**config.mk**
```make
export PLATFORM = sky130hd
export DESIGN_NAME = sir_uart_status
export DESIGN_NICKNAME = d
export VERILOG_FILES = /design/src/rtl/sir_uart_pkg.sv /design/src/rtl/sir_uart_tx_flags.sv /design/src/rtl/sir_uart_rx_flags.sv /design/src/rtl/sir_uart_irq.sv /design/src/rtl/sir_uart_status.sv
export SDC_FILE = /design/constraint.sdc
export NUM_CORES = 1
export LEC_CHECK = 0
export BUFFER_PORTS_ARGS = -buffer_cell sky130_fd_sc_hd__buf_2
export CAP_MARGIN = 10
export CORE_MARGIN = 2
export CORE_UTILIZATION = 45
export CTS_BUF_LIST = sky130_fd_sc_hd__clkbuf_4 sky130_fd_sc_hd__clkbuf_8
export DETAILED_ROUTE_END_ITERATION = 7
export GPL_ROUTABILITY_DRIVEN = 1
export PLACE_DENSITY = 0.77
export SYNTH_ARGS = -nofsm -noshare
export SYNTH_HDL_FRONTEND = slang
export SYNTH_SLANG_ARGS = --single-unit
```
**constraint.sdc**
```tcl
create_clock -name clk -period 3.32 [get_ports clk]
set_clock_uncertainty 0.15 [all_clocks]
set_input_delay 0.83 -clock clk [delete_from_list [all_inputs] [get_ports clk]]
set_output_delay 0.83 -clock clk [all_outputs]
set_load 0.005 [all_outputs]
```
**src/rtl/sir_uart_pkg.sv**
```systemverilog
package sir_uart_pkg;
   localparam int SEL_CTRL = 0;
   localparam int SEL_STAT = 1;
   localparam int SEL_ERRV = 2;
   localparam int SEL_TXD  = 3;
   localparam int SEL_RXD  = 4;
   localparam int SEL_MASK = 5;

   localparam int B_TBE  = 0;
   localparam int B_TSBE = 1;
   localparam int B_RBF  = 2;
   localparam int B_PAR  = 3;
   localparam int B_FRM  = 4;
   localparam int B_OVR  = 5;
   localparam int B_SUM  = 6;

   localparam int STAT_W = 7;
   localparam logic [STAT_W-1:0] MASK_IMPL = 7'h47;

   typedef struct packed {
      logic sum;
      logic ovr;
      logic frm;
      logic par;
   } rx_err_t;
endpackage

```
**src/rtl/sir_uart_tx_flags.sv**
```systemverilog
module sir_uart_tx_flags #(
   parameter int DATA_W = 8
) (
   input  logic              clk,
   input  logic              rst_n,
   input  logic              tx_en,
   input  logic              tx_wr,
   input  logic [DATA_W-1:0] tx_wdata,
   input  logic              tx_flush,
   input  logic              sh_take,
   input  logic              sh_done,
   output logic              tbe,
   output logic              tsbe,
   output logic [DATA_W-1:0] hold
);
   logic load;
   assign load = tx_wr && tx_en;

   always_ff @(posedge clk or negedge rst_n) begin
      if (!rst_n) begin
         tbe  <= 1'b1;
         tsbe <= 1'b1;
         hold <= '0;
      end else begin
         if (load) begin
            tbe  <= 1'b0;
            hold <= tx_wdata;
         end else if (sh_take || tx_flush) begin
            tbe  <= 1'b1;
         end
         if (sh_take)      tsbe <= 1'b0;
         else if (sh_done) tsbe <= 1'b1;
      end
   end

   a_r4_take_sets_tbe: assert property (@(posedge clk) disable iff (!rst_n)
      (sh_take && !load) |=> (tbe && !tsbe));
   a_r3_load_clears_tbe: assert property (@(posedge clk) disable iff (!rst_n)
      load |=> (!tbe && hold == $past(tx_wdata)));
   a_r3_disabled_ignored: assert property (@(posedge clk) disable iff (!rst_n)
      (!tx_en) |=> $stable(hold));
endmodule

```
**src/rtl/sir_uart_rx_flags.sv**
```systemverilog
module sir_uart_rx_flags
   import sir_uart_pkg::*;
#(
   parameter int DATA_W = 8
) (
   input  logic              clk,
   input  logic              rst_n,
   input  logic              rx_en,
   input  logic              rx_stb,
   input  logic [DATA_W-1:0] rx_byte,
   input  logic              par_in,
   input  logic              frm_in,
   input  logic              rd_clr,
   input  logic              err_wr,
   input  logic [2:0]        err_keep,   // {ovr,frm,par}, 0 clears
   output logic              rbf,
   output rx_err_t           err,
   output logic [DATA_W-1:0] hold
);
   logic par_q, frm_q, ovr_q;
   logic take, full_eff;
   logic par_n, frm_n, ovr_n;

   assign take     = rx_stb && rx_en;
   assign full_eff = rbf && !rd_clr;

   always_comb begin
      par_n = par_q && !rd_clr;
      frm_n = frm_q && !rd_clr;
      ovr_n = ovr_q && !rd_clr;
      if (err_wr) begin
         par_n = par_n && err_keep[0];
         frm_n = frm_n && err_keep[1];
         ovr_n = ovr_n && err_keep[2];
      end
      if (take) begin
         par_n = par_n || par_in;
         frm_n = frm_n || frm_in;
         ovr_n = ovr_n || full_eff;
      end
   end

   always_ff @(posedge clk or negedge rst_n) begin
      if (!rst_n) begin
         rbf   <= 1'b0;
         hold  <= '0;
         par_q <= 1'b0;
         frm_q <= 1'b0;
         ovr_q <= 1'b0;
      end else begin
         par_q <= par_n;
         frm_q <= frm_n;
         ovr_q <= ovr_n;
         if (take && !full_eff) begin
            rbf  <= 1'b1;
            hold <= rx_byte;
         end else if (rd_clr) begin
            rbf  <= 1'b0;
         end
      end
   end

   assign err = '{sum: (par_q | frm_q | ovr_q), ovr: ovr_q, frm: frm_q, par: par_q};

   a_r7_overrun_keeps: assert property (@(posedge clk) disable iff (!rst_n)
      (take && rbf && !rd_clr) |=> (ovr_q && rbf && $stable(hold)));
   a_r8_read_clears: assert property (@(posedge clk) disable iff (!rst_n)
      (rd_clr && !take && !err_wr) |=> (!rbf && !par_q && !frm_q && !ovr_q));
   a_r8_read_and_new: assert property (@(posedge clk) disable iff (!rst_n)
      (rd_clr && take) |=> (rbf && hold == $past(rx_byte)));
endmodule

```
**src/rtl/sir_uart_irq.sv**
```systemverilog
module sir_uart_irq
   import sir_uart_pkg::*;
#(
   parameter bit IRQ_REG = 1'b0
) (
   input  logic              clk,
   input  logic              rst_n,
   input  logic [STAT_W-1:0] stat,
   input  logic [STAT_W-1:0] mask,
   input  logic              tx_en,
   input  logic              rx_en,
   output logic              irq
);
   logic [STAT_W-1:0] gate;
   logic              req;

   always_comb begin
      gate = '0;
      gate[B_TBE]  = tx_en;
      gate[B_TSBE] = tx_en;
      gate[B_RBF]  = rx_en;
      gate[B_SUM]  = rx_en;
   end

   assign req = |(stat & mask & gate);

   generate
      if (IRQ_REG) begin : g_reg
         always_ff @(posedge clk or negedge rst_n) begin
            if (!rst_n) irq <= 1'b0;
            else        irq <= req;
         end
      end else begin : g_comb
         assign irq = req;
         a_r11_gated_off: assert property (@(posedge clk) disable iff (!rst_n)
            (!tx_en && !rx_en) |-> !irq);
         a_r11_unmasked_quiet: assert property (@(posedge clk) disable iff (!rst_n)
            (mask == '0) |-> !irq);
      end
   endgenerate
endmodule

```
**src/rtl/sir_uart_status.sv**
```systemverilog
module sir_uart_status
   import sir_uart_pkg::*;
#(
   parameter int DATA_W  = 8,
   parameter int BUS_W   = 16,
   parameter int ADDR_W  = 3,
   parameter bit IRQ_REG = 1'b0
) (
   input  logic              clk,
   input  logic              rst_n,
   input  logic              bus_wr,
   input  logic              bus_rd,
   input  logic [ADDR_W-1:0] bus_sel,
   input  logic [BUS_W-1:0]  bus_wdata,
   output logic [BUS_W-1:0]  bus_rdata,
   input  logic              rx_stb,
   input  logic [DATA_W-1:0] rx_byte,
   input  logic              rx_par_err,
   input  logic              rx_frm_err,
   input  logic              sh_take,
   input  logic              sh_done,
   output logic              tx_valid,
   output logic [DATA_W-1:0] tx_byte,
   output logic              irq
);
   localparam int SEL_MAX = SEL_MASK;

   generate
      if (BUS_W < STAT_W || DATA_W > BUS_W || DATA_W < 1) begin : g_bad_width
         $error("sir_uart_status: BUS_W must hold the status bits and the data byte");
      end
      if ((1 << ADDR_W) <= SEL_MAX) begin : g_bad_addr
         $error("sir_uart_status: ADDR_W too small for the register map");
      end
   endgenerate

   logic              tx_en, rx_en;
   logic [STAT_W-1:0] mask_q;
   logic              wr_ctrl, wr_txd, wr_err, wr_mask, rd_clr;
   logic              tbe, tsbe, rbf;
   rx_err_t           err;
   logic [DATA_W-1:0] rx_hold;
   logic [STAT_W-1:0] stat;
   logic              unused_wdata;

   assign wr_ctrl = bus_wr && (bus_sel == ADDR_W'(SEL_CTRL));
   assign wr_txd  = bus_wr && (bus_sel == ADDR_W'(SEL_TXD));
   assign wr_err  = bus_wr && (bus_sel == ADDR_W'(SEL_ERRV));
   assign wr_mask = bus_wr && (bus_sel == ADDR_W'(SEL_MASK));
   assign rd_clr  = bus_rd && (bus_sel == ADDR_W'(SEL_RXD));
   assign unused_wdata = ^bus_wdata;

   always_ff @(posedge clk or negedge rst_n) begin
      if (!rst_n) begin
         tx_en  <= 1'b0;
         rx_en  <= 1'b0;
         mask_q <= '0;
      end else begin
         if (wr_ctrl) begin
            tx_en <= bus_wdata[0];
            rx_en <= bus_wdata[1];
         end
         if (wr_mask) mask_q <= bus_wdata[STAT_W-1:0] & MASK_IMPL;
      end
   end

   sir_uart_tx_flags #(.DATA_W(DATA_W)) i_tx (
      .clk      (clk),
      .rst_n    (rst_n),
      .tx_en    (tx_en),
      .tx_wr    (wr_txd),
      .tx_wdata (bus_wdata[DATA_W-1:0]),
      .tx_flush (wr_ctrl && bus_wdata[2]),
      .sh_take  (sh_take),
      .sh_done  (sh_done),
      .tbe      (tbe),
      .tsbe     (tsbe),
      .hold     (tx_byte)
   );

   sir_uart_rx_flags #(.DATA_W(DATA_W)) i_rx (
      .clk      (clk),
      .rst_n    (rst_n),
      .rx_en    (rx_en),
      .rx_stb   (rx_stb),
      .rx_byte  (rx_byte),
      .par_in   (rx_par_err),
      .frm_in   (rx_frm_err),
      .rd_clr   (rd_clr),
      .err_wr   (wr_err),
      .err_keep (bus_wdata[B_OVR:B_PAR]),
      .rbf      (rbf),
      .err      (err),
      .hold     (rx_hold)
   );

   assign stat = {err.sum, err.ovr, err.frm, err.par, rbf, tsbe, tbe};

   sir_uart_irq #(.IRQ_REG(IRQ_REG)) i_irq (
      .clk   (clk),
      .rst_n (rst_n),
      .stat  (stat),
      .mask  (mask_q),
      .tx_en (tx_en),
      .rx_en (rx_en),
      .irq   (irq)
   );

   assign tx_valid = tx_en && !tbe;

   always_comb begin
      bus_rdata = '0;
      case (bus_sel)
         ADDR_W'(SEL_CTRL): bus_rdata[1:0] = {rx_en, tx_en};
         ADDR_W'(SEL_STAT): bus_rdata[STAT_W-1:0] = stat;
         ADDR_W'(SEL_ERRV): bus_rdata[B_SUM:B_PAR] = stat[B_SUM:B_PAR];
         ADDR_W'(SEL_RXD):  bus_rdata[DATA_W-1:0] = rx_hold;
         ADDR_W'(SEL_MASK): bus_rdata[STAT_W-1:0] = mask_q;
         default:           bus_rdata = '0;
      endcase
   end

   a_r6_sum_follows: assert property (@(posedge clk) disable iff (!rst_n)
      (bus_sel == ADDR_W'(SEL_STAT)) |-> (bus_rdata[B_SUM] == |bus_rdata[B_OVR:B_PAR]));
   a_r1_no_full_after_reset: assert property (@(posedge clk) disable iff (!rst_n)
      $rose(rbf) |-> $past(rx_stb && rx_en));
endmodule

```
==> results of run 1 <==
placed cells by master (no fill, tap or decap), types with 2 or more instances in the layout:
cell type	Yosys	layout
sky130_fd_sc_hd__nand3_1	4	4
sky130_fd_sc_hd__nor2b_1	4	4
sky130_fd_sc_hd__nor2_1	5	5
sky130_fd_sc_hd__mux4_2	2	2
sky130_fd_sc_hd__a22o_1	6	6
sky130_fd_sc_hd__buf_2	1	45
sky130_fd_sc_hd__nand2_1	6	6
sky130_fd_sc_hd__dfrtp_1	26	26
sky130_fd_sc_hd__dfstp_2	2	2
sky130_fd_sc_hd__o21ai_0	2	2
sky130_fd_sc_hd__mux2_2	24	24
sky130_fd_sc_hd__conb_1	1	8
sky130_fd_sc_hd__o211ai_1	2	2
sky130_fd_sc_hd__clkbuf_4	0	3
sequential cells by signal, indices dropped and copies added (netlist names):
register,count
i_rx.hold,8
i_tx.hold,8
mask_q,4
i_rx.frm_q,1
i_rx.ovr_q,1
i_rx.par_q,1
i_rx.rbf,1
i_tx.tbe,1
i_tx.tsbe,1
rx_en,1
tx_en,1
layer usage:
metal / vias to the layer above / share of wire, % / global-route usage, % / wire length, um
met4: 0 / 1.1 / 6.984 / 31
met3: 2 / 4.2 / 2.132 / 121
met2: 34 / 53 / 31.37 / 1540
met1: 498 / 41 / 23.06 / 1194
met5: - / 0 / 0 / 0
li1: 481 / - / - / -
where the power goes:
group          total (mW)  internal (mW)  switching, mW
sequential          0.524          0.453         0.0703
combinational       0.282          0.175          0.106
clock               0.227          0.122          0.105
total                1.03          0.751          0.281
final timing paths:
kind / to / cells past startpoint / startpoint
min in group clk: i_rx.hold[7] / 1 / i_rx.hold[7]
max in group asynchronous: i_tx.hold[0] / 1 / rst_n
min: i_tx.hold[5] / 1 / rst_n
min reg2reg: i_rx.hold[7] / 1 / i_rx.hold[7]
max: bus_rdata[1] / 4 / bus_sel[0]
max reg2reg: i_rx.hold[1] / 3 / rx_en
layout make-up:
| cell class | count | area [sq um] |
|---|---|---|
| Fill cell | 265 | 1318 |
| Clock buffer | 3 | 22.52 |
| Timing Repair Buffer | 45 | 225.2 |
| Sequential cell | 28 | 703.2 |
| Multi-Input combinational cell | 79 | 674.4 |
| Tap cell | 44 | 55.05 |
| Clock inverter | 1 | 30.03 |
cell families after synthesis:
kind of cell              count (synthesis)
AOI/OAI and AO/OA                        15
xor gates and xnor gates                  1
buffers and inverters                    11
DFF                                      28
muxes                                    26
other                                     1
and+or+nand+nor                          29
==> results.txt, run 1 <==
----------------------------------------------------
[STA]
  Measured slew at the worst slew-check pin ... 621.7 ps
  Min cycle time layout ... 2899 ps
  Setup Viol. Count Final ... 0
  Highest attainable clock frequency ... 345.0 MHz
  Share of the clock period used by the worst path ... 87.31%
  Worst hold margin ... 322.5 ps
  Total negative slack for setup checks ... 0 ps
  Fin. Hold Viols ... 0
  Final WS setup ... 421.3 ps
  Rel. slew slack ... 58.55%
  Number of max-slew violations in the final report ... 0
  Setup repair after global routing missed its margin ... false

[Synthesis]
  Count of state elements after synthesis ... 28
  Post-synthesis cell type with the largest combined area ... sky130_fd_sc_hd__dfrtp_1
  Biggest area contributors in the synthesized netlist ... sky130_fd_sc_hd__dfrtp_1 45%, sky130_fd_sc_hd__mux2_2 19%, sky130_fd_sc_hd__buf_4 5.2%
  XOR/XNOR Fraction of Synth Area ... 0.6119%
  Share of the yosys chip area belonging to registers ... 49.13%
  Top cell type's share of synthesized area ... 45.45%
  Post-Synth Simple-Gate Area ... 13.90%
  Share of synthesized area spent on multiplexers ... 22.03%
  Post-Synth Adder-Cell Area ... 0%
  Post-synthesis instance area ... 0.001431 sq mm
  Complex-gate fraction of the synthesized area ... 8.479%
  Number of synthesized flops with an enable pin ... 0
  Proportion of register bits with asynchronous set or reset after synthesis ... 100.0%
  Dominant synthesized flop cell ... sky130_fd_sc_hd__dfrtp_1
  Post-Syn Instances ... 111
  Main combinational cell family by area after synthesis ... multiplexers
  Most common library cells after synthesis ... 26 x sky130_fd_sc_hd__dfrtp_1, 24 x sky130_fd_sc_hd__mux2_2, 10 x sky130_fd_sc_hd__buf_4
  Dominant cell by count in the synthesized netlist ... sky130_fd_sc_hd__dfrtp_1
  Yosys warning total ... 0
  Number of unique standard cell types used by synthesis ... 30
  Synth Area per Inst ... 12.90 sq um

[Power]
  Leak ... 0.7926 nW
  Pwr dens ... 603.6 mW/mm^2
  Tot Pwr ... 1.032 mW
  Peak supply drop ... 335.5 uV

[Setup path]
  Crit-path slowest cell ... sky130_fd_sc_hd__mux4_2
  Worst-case register-to-register setup slack ... 1760 ps
  Endpoint arrival time on the critical path ... 1920 ps
  Critical Path Sink Type ... output pin
  Count of buffering cells on the critical path with inverters included ... 2
  Most used cell, CP ... sky130_fd_sc_hd__buf_2
  Worst endpoint required time ... 2340 ps
  Longest individual stage delay on the worst path ... 530 ps
  Type of origin of the critical path ... input pin
  Worst Setup Path Type ... in2out
  CP Max Fanout ... 14
  Kind of cell adding the most delay to the critical path ... multiplexers
  Crit-path cells ... buf_2, mux4_2, nor2b_1, buf_2

[GRT]
  Number of antenna violations at the first check in global routing ... 0
  Maximum number of pins on one net before global-route repair ... 29
  Number of global-route vias before repair ... 1083
  Global-route wire length before repair ... 4.912 mm
  All-Layer GR Usage ... 18.03%
  Overall overflow remaining after global route ... 0

[Final layout]
  Layout cell share with drive strength beyond 1 ... 52.56%
  Area of all placed cells without fillers ... 0.001710 sq mm
  Layout overhead on the synthesized area ... 19.49%
  Final core utilization ... 56.49%
  Antenna diodes ... 0
  Net count, final ... 193
  Final cell count without fillers ... 200

[Drt]
  Total iterations of the first detailed-routing run ... 4
  Drt total wl ... 2.887 mm
  Antenna Nets Post-Route ... 0
  Via density per instance ... 5.075
  Residual DRC count ... 0
  Routed length per placed instance ... 14.44 um
  Violation count after the first detailed-route iteration ... 13
  Via count of the routed design ... 1015

[CTS]
  CTS tree ... done
  Number of gates resized after cts ... 0
  Deepest level of the CTS H-tree ... 1
  TritonCTS Buffers ... 3
  Number of sinks handled by clock tree synthesis ... 28
  Clock tree buffer depth ... 2
  Post-CTS Setup Inserts ... 0
  Skew-Pair Late Insertion Delay ... 340 ps
  Clock Pin Slew Worst Setup and Hold Paths ... 160 ps
  Clock tree root buffer cell ... sky130_fd_sc_hd__clkbuf_4
  Number of buffers inserted for hold repair after clock tree synthesis ... 0

[Hold path]
  Kind of path behind the tightest hold check ... in2async

[Floorplan]
  Floorplan core area ... 0.003028 sq mm
  I/O pin cnt ... 62
  Area of the die ... 0.003648 sq mm
  Site Rows ... 20
  Height of the die ... 60.40 um
  X dimension of the die ... 60.40 um
  Initial core utilization ... 47.27%

[Place]
  Cell count after placement ... 196
  Cell area reported after detailed placement ... 0.001658 sq mm
  Count of input and output buffers ... 45
  Dpl ws ... 394.4 ps
  Final Wtd Congestion ... 0.7690
  HPWL after detailed placement ... 2.247 mm

[Status]
  Result of the run ... completed

[Job]
  Max Cap Violations ... 0

----------------------------------------------------
Note: power is estimated with default switching activity, not from simulation.
==> run 2: changes to the inputs <==
--- a/config.mk
+++ b/config.mk
@@ -12,6 +12,7 @@
 export CTS_BUF_LIST = sky130_fd_sc_hd__clkbuf_4 sky130_fd_sc_hd__clkbuf_8
 export DETAILED_ROUTE_END_ITERATION = 7
 export GPL_ROUTABILITY_DRIVEN = 1
+export MAX_ROUTING_LAYER = met4
 export PLACE_DENSITY = 0.77
 export SYNTH_ARGS = -nofsm -noshare
 export SYNTH_HDL_FRONTEND = slang
==> run 2 against run 1 <==
Against the previous run:
- total power grew 0.16%
- sequential cell count is the same
- largest power group unchanged
- clock power is essentially flat
- combinational power is essentially flat
- critical path depth is the same
==> results.txt, run 2 (synthesis gave the netlist of run 1 again) <==
----------------------------------------------------
[Place]
  Cell area reported after detailed placement ... 0.001658 sq mm (unchanged)
  Count of input and output buffers ... 45 (unchanged)
  Dpl ws ... 394.4 ps (unchanged)
  Cell count after placement ... 196 (unchanged)
  HPWL after detailed placement ... 2.247 mm (unchanged)
  Final Wtd Congestion ... 0.7794 (+1.4%)

[Drt]
  Drt total wl ... 2.916 mm (+1.0%)
  Antenna Nets Post-Route ... 0 (unchanged)
  Violation count after the first detailed-route iteration ... 6 (-7)
  Residual DRC count ... 0 (unchanged)
  Via count of the routed design ... 1025 (+0.99%)
  Total iterations of the first detailed-routing run ... 4 (unchanged)
  Routed length per placed instance ... 14.58 um (+1.0%)
  Via density per instance ... 5.125 (+0.99%)

[Power]
  Fraction of power spent switching nets ... 27.37% (+0.12 points)
  Pwr dens ... 604.6 mW/mm^2 (+0.16%)
  Tot Pwr ... 1.034 mW (+0.16%)
  Flop pwr share ... 50.7% (about the same)
  Peak supply drop ... 335.6 uV (about the same)
  Internal power ... 751.1 uW (about the same)
  Fraction of power consumed by the clock network ... 22.1% (about the same)
  Combinational group share of total power ... 27.3% (about the same)
  Leak ... 0.7926 nW (unchanged)
  Switching power total ... 283.0 uW (+0.59%)

[STA]
  Setup repair after global routing missed its margin ... false
  Total negative slack for setup checks ... 0 ps (unchanged)
  Rel. slew slack ... 58.18% (-0.37 points)
  Min cycle time layout ... 2895 ps (-3.575 ps)
  Fin. Hold Viols ... 0 (unchanged)
  Highest attainable clock frequency ... 345.4 MHz (+0.12%)
  Share of the clock period used by the worst path ... 87.20% (-0.11 points)
  Number of max-slew violations in the final report ... 0 (unchanged)
  Setup Viol. Count Final ... 0 (unchanged)
  Measured slew at the worst slew-check pin ... 627.2 ps (+5.549 ps)
  Final WS setup ... 424.9 ps (+3.575 ps)

[Floorplan]
  X dimension of the die ... 60.40 um (unchanged)
  Floorplan core area ... 0.003028 sq mm (unchanged)
  Height of the die ... 60.40 um (unchanged)
  Area of the die ... 0.003648 sq mm (unchanged)
  Site Rows ... 20 (unchanged)
  Initial core utilization ... 47.27% (unchanged)
  I/O pin cnt ... 62 (unchanged)

[Final layout]
  Area of all placed cells without fillers ... 0.001710 sq mm (unchanged)
  Antenna diodes ... 0 (unchanged)
  Net count, final ... 193 (unchanged)
  Layout cell share with drive strength beyond 1 ... 52.56% (unchanged)
  Commonest non-fill, non-tap cell in the layout ... sky130_fd_sc_hd__buf_2
  Biggest registers after layout ... i_rx.hold x8, i_tx.hold x8, mask_q x4
  Leading cell types in the layout, fill and taps excluded ... 45 x sky130_fd_sc_hd__buf_2, 26 x sky130_fd_sc_hd__dfrtp_1, 24 x sky130_fd_sc_hd__mux2_2
  Layout overhead on the synthesized area ... 19.49% (unchanged)
  Final cell count without fillers ... 200 (unchanged)

[GRT]
  Number of global-route vias before repair ... 1083 (unchanged)
  Number of antenna violations at the first check in global routing ... 0 (unchanged)
  Overall overflow remaining after global route ... 0 (unchanged)
  Maximum number of pins on one net before global-route repair ... 29 (unchanged)
  All-Layer GR Usage ... 18.58% (+0.54 points)
  Global-route wire length before repair ... 4.905 mm (-0.14%)

[CTS]
  TritonCTS Buffers ... 3 (unchanged)
  Number of sinks handled by clock tree synthesis ... 28 (unchanged)
  Clock tree buffer depth ... 2 (unchanged)
  Clock Pin Slew Worst Setup and Hold Paths ... 160 ps (about the same)
  Post-CTS Setup Inserts ... 0 (unchanged)
  Number of gates resized after cts ... 0 (unchanged)
  Deepest level of the CTS H-tree ... 1 (unchanged)
  CTS tree ... done
  Number of buffers inserted for hold repair after clock tree synthesis ... 0 (unchanged)
  Clock tree root buffer cell ... sky130_fd_sc_hd__clkbuf_4
  Skew-Pair Late Insertion Delay ... 340 ps (about the same)

[Setup path]
  Most used cell, CP ... sky130_fd_sc_hd__buf_2
  Critical Path Sink Type ... output pin
  Worst endpoint required time ... 2340 ps (about the same)
  Type of origin of the critical path ... input pin
  CP Max Fanout ... 14 (unchanged)
  Worst-case register-to-register setup slack ... 1770 ps (about the same)
  Longest individual stage delay on the worst path ... 530 ps (about the same)
  Endpoint arrival time on the critical path ... 1920 ps (about the same)
  Crit-path cells ... buf_2, mux4_2, nor2b_1, buf_2
  Worst Setup Path Type ... in2out
  Crit-path slowest cell ... sky130_fd_sc_hd__mux4_2

[Status]
  Result of the run ... completed

[Hold path]
  Kind of path behind the tightest hold check ... in2async

[Job]
  Max Cap Violations ... 0 (unchanged)

----------------------------------------------------
==> run 2: cell counts in the layout (fill, tap and decap cells not counted) <==
Identical to the previous run, type by type.
==> run 2: per-stage QoR <==
stage                     hold WS (ps)  util (%)
after floorplan                  322.1         -
after global placement           330.4     54.75
after detailed placement         340.6     54.75
after CTS                        341.8     56.49
after global routing             357.1     56.49
final                            324.0     56.49
==> run 2: power by group through the flow <==
stage          Combinational, mW  Clock, mW  Sequential (mW)
2_1_floorplan              0.188          0            0.515
3_3_place_gp               0.273          0            0.526
3_5_place_dp               0.286          0            0.533
4_1_cts                    0.286      0.230            0.525
5_1_grt                    0.313      0.245            0.540
6_report                   0.282      0.228            0.524
==> run 2: cell type report <==
type,count,area (sq um)
clock buffer,3,22.52
clock inverter,1,30.03
timing repair buffer,45,225.2
sequential,28,703.2
tap,44,55.05
multi-input combinational,79,674.4
fill,265,1318
==> run 2: metal layers <==
layer  up-vias  wire length, um  global-route usage [%]
met3         2              115                   1.919
met5         -                0                       -
met4         0               31                   6.984
met2        32             1554                   31.37
met1       510             1214                   23.06
li1        481                -                       -
==> run 2: final timing paths <==
check,start,cells after the start,end
max,bus_sel[0],4,bus_rdata[1]
min,rst_n,1,i_tx.hold[5]
max reg2reg,rx_en,3,i_rx.hold[1]
min reg2reg,i_rx.hold[7],1,i_rx.hold[7]
max in group asynchronous,rst_n,1,i_tx.hold[0]
min in group clk,i_rx.hold[7],1,i_rx.hold[7]
==> run 2: critical path: cells and delay by family <==
kind	cells	cell delay, ps
muxes	1	530
and+or+nand+nor	1	140
buffers and inverters	2	410
